## src/rtl/ecc_rpt_pkg.sv

```systemverilog
package ecc_rpt_pkg;
    localparam logic [1:0] SZ_BYTE = 2'd0;
    localparam logic [1:0] SZ_HALF = 2'd1;
    localparam logic [1:0] SZ_WORD = 2'd2;

    localparam int OFS_CFG   = 'h00;
    localparam int OFS_STAT  = 'h10;
    localparam int OFS_ABASE = 'h20;
    localparam int OFS_STEP  = 8;
endpackage

```

## src/rtl/ecc_rpt_chan.sv

```systemverilog
module ecc_rpt_chan #(
    parameter int AW = 32
) (
    input  logic          clk,
    input  logic          rst_n,
    input  logic          ce_valid,
    input  logic [AW-1:0] ce_addr,
    input  logic          ue_valid,
    input  logic [AW-1:0] ue_addr,
    input  logic          clr_ce,
    input  logic          clr_ue,
    input  logic          en_ce,
    input  logic          en_ue,
    output logic          ce_flag,
    output logic          ue_flag,
    output logic [AW-1:0] ce_cap,
    output logic [AW-1:0] ue_cap,
    output logic          irq
);
    typedef struct packed {
        logic          ce_flag;
        logic          ue_flag;
        logic [AW-1:0] ce_cap;
        logic [AW-1:0] ue_cap;
    } chan_st_t;

    chan_st_t st_d, st_q;

    always_comb begin
        st_d = st_q;
        if (clr_ce) st_d.ce_flag = 1'b0;
        if (clr_ue) st_d.ue_flag = 1'b0;
        // a slot accepts a new event when empty or being freed this cycle
        if (ce_valid && (!st_q.ce_flag || clr_ce)) begin
            st_d.ce_flag = 1'b1;
            st_d.ce_cap  = ce_addr;
        end
        if (ue_valid && (!st_q.ue_flag || clr_ue)) begin
            st_d.ue_flag = 1'b1;
            st_d.ue_cap  = ue_addr;
        end
    end

    always_ff @(posedge clk or negedge rst_n) begin
        if (!rst_n) st_q <= '0;
        else        st_q <= st_d;
    end

    assign ce_flag = st_q.ce_flag;
    assign ue_flag = st_q.ue_flag;
    assign ce_cap  = st_q.ce_cap;
    assign ue_cap  = st_q.ue_cap;
    assign irq     = (st_q.ce_flag & en_ce) | (st_q.ue_flag & en_ue);
endmodule

```

## src/rtl/ecc_rpt_regs.sv

```systemverilog
module ecc_rpt_regs
    import ecc_rpt_pkg::*;
#(
    parameter int NCH = 2,
    parameter int AW  = 32,
    parameter int OW  = 8
) (
    input  logic              clk,
    input  logic              rst_n,
    input  logic              req_valid,
    input  logic              req_write,
    input  logic              req_priv,
    input  logic [1:0]        req_size,
    input  logic [OW-1:0]     req_addr,
    input  logic [31:0]       req_wdata,
    input  logic [NCH-1:0]    ce_flag,
    input  logic [NCH-1:0]    ue_flag,
    input  logic [NCH*AW-1:0] ce_cap,
    input  logic [NCH*AW-1:0] ue_cap,
    output logic [2*NCH-1:0]  cfg,
    output logic [NCH-1:0]    clr_ce,
    output logic [NCH-1:0]    clr_ue,
    output logic              rsp_valid,
    output logic              rsp_err,
    output logic [31:0]       rsp_rdata
);
    localparam int CFGW = 2 * NCH;

    typedef struct packed {
        logic [CFGW-1:0] cfg;
        logic            rsp_valid;
        logic            rsp_err;
        logic [31:0]     rsp_rdata;
    } regs_st_t;

    regs_st_t st_d, st_q;
    logic        legal, wr_ok, rd_ok;
    logic        hit_stat;
    logic [31:0] rd_word;
    logic        unused_wdata;

    assign unused_wdata = ^req_wdata[31:CFGW];
    assign legal    = req_priv && (req_size == SZ_WORD);
    assign wr_ok    = req_valid && legal && req_write;
    assign rd_ok    = req_valid && legal && !req_write;
    assign hit_stat = (req_addr == OW'(OFS_STAT));

    always_comb begin
        for (int c = 0; c < NCH; c++) begin
            clr_ce[c] = wr_ok && hit_stat && req_wdata[2*c];
            clr_ue[c] = wr_ok && hit_stat && req_wdata[2*c+1];
        end
    end

    always_comb begin
        rd_word = '0;
        if (req_addr == OW'(OFS_CFG)) rd_word = 32'(st_q.cfg);
        if (hit_stat) begin
            for (int c = 0; c < NCH; c++) begin
                rd_word[2*c]   = ce_flag[c];
                rd_word[2*c+1] = ue_flag[c];
            end
        end
        for (int c = 0; c < NCH; c++) begin
            if (req_addr == OW'(OFS_ABASE + OFS_STEP*c))
                rd_word = 32'(ce_cap[c*AW +: AW]);
            if (req_addr == OW'(OFS_ABASE + OFS_STEP*c + 4))
                rd_word = 32'(ue_cap[c*AW +: AW]);
        end
    end

    always_comb begin
        st_d = st_q;
        if (wr_ok && req_addr == OW'(OFS_CFG)) st_d.cfg = req_wdata[CFGW-1:0];
        st_d.rsp_valid = req_valid;
        st_d.rsp_err   = req_valid && !legal;
        st_d.rsp_rdata = rd_ok ? rd_word : 32'd0;
    end

    always_ff @(posedge clk or negedge rst_n) begin
        if (!rst_n) st_q <= '0;
        else        st_q <= st_d;
    end

    assign cfg       = st_q.cfg;
    assign rsp_valid = st_q.rsp_valid;
    assign rsp_err   = st_q.rsp_err;
    assign rsp_rdata = st_q.rsp_rdata;
endmodule

```

## src/rtl/ecc_rpt.sv

```systemverilog
module ecc_rpt #(
    parameter int NCH = 2,
    parameter int AW  = 32,
    parameter int OW  = 8
) (
    input  logic              clk,
    input  logic              rst_n,
    input  logic              req_valid,
    input  logic              req_write,
    input  logic              req_priv,
    input  logic [1:0]        req_size,
    input  logic [OW-1:0]     req_addr,
    input  logic [31:0]       req_wdata,
    output logic              rsp_valid,
    output logic              rsp_err,
    output logic [31:0]       rsp_rdata,
    input  logic [NCH-1:0]    ce_valid,
    input  logic [NCH*AW-1:0] ce_addr,
    input  logic [NCH-1:0]    ue_valid,
    input  logic [NCH*AW-1:0] ue_addr,
    output logic [NCH-1:0]    irq
);
    logic [2*NCH-1:0]  cfg;
    logic [NCH-1:0]    clr_ce, clr_ue, ce_flag, ue_flag;
    logic [NCH*AW-1:0] ce_cap, ue_cap;

    ecc_rpt_regs #(.NCH(NCH), .AW(AW), .OW(OW)) u_regs (
        .clk(clk), .rst_n(rst_n),
        .req_valid(req_valid), .req_write(req_write), .req_priv(req_priv),
        .req_size(req_size), .req_addr(req_addr), .req_wdata(req_wdata),
        .ce_flag(ce_flag), .ue_flag(ue_flag), .ce_cap(ce_cap), .ue_cap(ue_cap),
        .cfg(cfg), .clr_ce(clr_ce), .clr_ue(clr_ue),
        .rsp_valid(rsp_valid), .rsp_err(rsp_err), .rsp_rdata(rsp_rdata)
    );

    for (genvar g = 0; g < NCH; g++) begin : g_chan
        ecc_rpt_chan #(.AW(AW)) u_chan (
            .clk(clk), .rst_n(rst_n),
            .ce_valid(ce_valid[g]), .ce_addr(ce_addr[g*AW +: AW]),
            .ue_valid(ue_valid[g]), .ue_addr(ue_addr[g*AW +: AW]),
            .clr_ce(clr_ce[g]), .clr_ue(clr_ue[g]),
            .en_ce(cfg[2*g]), .en_ue(cfg[2*g+1]),
            .ce_flag(ce_flag[g]), .ue_flag(ue_flag[g]),
            .ce_cap(ce_cap[g*AW +: AW]), .ue_cap(ue_cap[g*AW +: AW]),
            .irq(irq[g])
        );
    end
endmodule

```

## config.mk

```make
export PLATFORM = sky130hd
export DESIGN_NAME = ecc_rpt
export DESIGN_NICKNAME = d
export VERILOG_FILES = /design/src/rtl/ecc_rpt_pkg.sv /design/src/rtl/ecc_rpt_chan.sv /design/src/rtl/ecc_rpt_regs.sv /design/src/rtl/ecc_rpt.sv
export SDC_FILE = /design/constraint.sdc
export NUM_CORES = 1
export LEC_CHECK = 0
export CORE_MARGIN = 1.5
export CORE_UTILIZATION = 40
export DETAILED_ROUTE_END_ITERATION = 8
export PLACE_DENSITY = 0.67
export SYNTH_ARGS = -nofsm -noshare
export SYNTH_HDL_FRONTEND = slang
export SYNTH_SLANG_ARGS = --single-unit
```

## constraint.sdc

```tcl
create_clock -name clk -period 3.6 [get_ports clk]
set_input_delay 0.54 -clock clk [delete_from_list [all_inputs] [get_ports clk]]
set_output_delay 0.54 -clock clk [all_outputs]
set_load 0.02 [all_outputs]
```

==> results.yml <==
power_and_ir_drop:
  intPower_mw: 3.43
  p_total_mw: 4.41
  power_frac_clock: 0.378
  sw_frac_of_total: 0.224
  switchingPower_uw: 986
  p_seq_frac: 0.492
  max-vdd-ir-drop_v: 0.000285
  combPwrFrac: 0.130
  p_leak_nw: 4.32
  pwr_density_cell_nw_per_um2: 434
clock_network:
  holdBufCountCts: 0
  clk_path_buf_depth: 2
  clk_latency_ps: 420
  post-cts-setup-buffers: 0
  ctsHtreeMaxLevel: 4
  cts_buffers: 17
  clk_pin_slew_ps: 60
  clock-sinks: 170
  post_cts_resized: 0
  cts_tree: "built"
  cts_root_buf: "clkbuf_16"
cells_and_area:
  antenna_cells: 0
  layoutNonFillerInstCount: 928
  drive_gt1_frac: 0.284
  area_growth_pct: 33.6
  layout.cell_area.non_filler_sq_um: 10200
  utilization: 0.544
  fin_nets: 861
timing:
  worstMarginPinSlew_ps: 1010
  min_period_ps: 2690
  setup_viol: 0
  fin_crit_sh: 0.748
  slew_violations: 0
  fin_setup_tns_ps: 0
  timing.fmax_ghz: 0.372
  fin_ws_ps: 908
  rsz0062_at_grt: "no"
  fin_skew_ps: 10.6
  timing.hold.ws_ps: 112
  hold_viol_final: 0
  slew_headroom: 0.328
global_routing:
  grt_max_degree: 75
  grt_use_total: 0.193
  grt_use_met1: 0.252
  antenna_found_initial: 0
  grt_pass1_vias: 5425
  grt_pass1_wl_um: 29200
  met2_usage: 0.317
  top_usage_layer: "met2"
  grt_remaining_overflow: 0
  gr-usage-met3: 0.0584
critical_path:
  path_cells: "clkdlybuf4s50_1 > or3_1 > or4_4 > o22ai_4 > buf_4 > mux2_2"
  critical_path_peak_fanout: 19
  crit_type: "in2reg"
  worst_setup_path_end_kind: "flip-flop"
  critPathArrivalTime_ps: 2990
  cpMaxStageDelayCell: "or4_4"
  required_ps: 3900
  max_stage_delay_ps: 630
  critical_path.startpoint_type: "input port"
  cp_top_family: "simple AND/OR/NAND/NOR gates"
  crit_buf_inv: 2
  rrSetupSlack_ps: 2100
run:
  max-cap-violations: 0
synth:
  synth_fp_nets: 674
  synth_top_area_cell: "dfrtp_1"
  synth-async-reset-ratio: 1.00
  seq_area_frac_synth: 0.559
  ys_ff_latch: 170
  synth_edf_count: 0
  ys_warn_count: 0
  synth_area_sq_um: 7610
  ys_top_cells_by_count: "170 x dfrtp_1, 71 x mux2_2, 60 x mux2_4, 27 x nor2b_1, 26 x a211oi_1"
  synth_top_area_frac: 0.559
  synth_most_common_cell: "dfrtp_1"
  ys_types: 34
  synthCells: 495
  synth_ff_type: "dfrtp_1"
  synth_area_leaders: "dfrtp_1 56%, mux2_4 12%, mux2_2 11%"
  postSynthAreaPerCell_sq_um: 15.4
drt:
  vias: 4765
  ant_nets: 0
  initialDrtViolationCount: 143
  drt-total-wl_um: 18000
  drtPass1Iterations: 4
  viasPerCell: 5.13
  wl_per_cell_um: 19.4
  drc: 0
min_path:
  holdCritPathClass: "in2async"
die:
  die-area_sq_um: 19900
  io_pins: 215
  core_sq_um: 18700
  start_util: 0.407
  die_w_um: 141
  die_y_um: 141
  row_count: 50
placement:
  place_area_sq_um: 9630
  place_hpwl_um: 12300
  dp.cells: 897
  io_buffers: 186
  pre_cts_slack_ps: 464
  routabilityCongestion: 0.805
outcome:
  outcome: "finished clean"
[layout by cell type (no fill, tap or decap), types with 2 or more instances in the layout]
cell,count
clkdlybuf4s50_1,183
dfrtp_1,170
mux2_2,71
mux2_4,60
nor2b_1,27
a211oi_1,26
mux2i_1,22
clkbuf_16,17
mux4_2,14
nand2_1,14
buf_4,14
o21ai_0,8
a21oi_1,5
nor2_1,5
nor3_1,4
o22ai_1,4
a2bb2oi_1,4
inv_1,4
o22ai_4,4
a21o_1,4
clkbuf_8,4
clkbuf_1,4
clkinvlp_4,4
or3_1,3
or4_4,2
a22o_1,2
mux2_1,2
clkinv_2,2
buf_12,2
[registers in the layout (all words and copies together) (netlist names)]
signal	count
u_regs.rsp_err	1
u_regs.cfg	4
u_regs.rsp_rdata	32
g_chan.u_chan.ue_cap	64
u_regs.rsp_valid	1
g_chan.u_chan.ce_flag	2
g_chan.u_chan.ce_cap	64
g_chan.u_chan.ue_flag	2
[kinds of logic (layout without fill, tap and decap cells)]
family                 count (synthesis)  count (layout)  synth area share
flip-flops                           170             170             0.559
AO/OA/AOI/OAI                         58              58            0.0598
buffers and inverters                 37             236            0.0380
multiplexers                         169             169             0.297
AND/OR/NAND/NOR                       61              61            0.0467
[path summary, 6_finish.rpt]
| path | start | endpoint | cells past startpoint |
|---|---|---|---|
| max in group asynchronous | rst_n | g_chan[1].u_chan.ce_cap[25] | 2 |
| worst max register to register | g_chan[0].u_chan.ue_flag | g_chan[0].u_chan.ue_cap[28] | 3 |
| worst max-delay path | req_addr[1] | g_chan[0].u_chan.ce_cap[21] | 6 |
| worst min register to register | g_chan[0].u_chan.ce_cap[24] | g_chan[0].u_chan.ce_cap[24] | 1 |
| min in group clk | g_chan[0].u_chan.ce_cap[24] | g_chan[0].u_chan.ce_cap[24] | 1 |
| worst min-delay path | rst_n | g_chan[1].u_chan.ue_cap[3] | 1 |
[power by group through the flow]
stage,combinational (mW),clock (mW),sequential (mW)
3_5_place_dp,0.580,0,2.20
3_3_place_gp,0.566,0,2.19
4_1_cts,0.583,1.71,2.17
6_report,0.573,1.67,2.17
2_1_floorplan,0.319,0,2.17
5_1_grt,0.621,1.81,2.19
[layout make-up]
class / count / area [sq um]
Fill cell: 1523 / 8540
Sequential cell: 170 / 4250
Multi-Input combinational cell: 288 / 3080
Timing Repair Buffer: 201 / 1990
Clock buffer: 25 / 495
Tap cell: 234 / 293
Clock inverter: 6 / 40.0
Inverter: 4 / 15.0
[metal layers]
layer / share of wire / routed length, um / up-vias
li1: - / - / 2175
met1: 0.46 / 8280 / 2444
met2: 0.47 / 8530 / 132
met3: 0.058 / 1050 / 14
met4: 0.0088 / 159 / 0
met5: 0 / 0 / -
(Power assumes the default switching activity.)
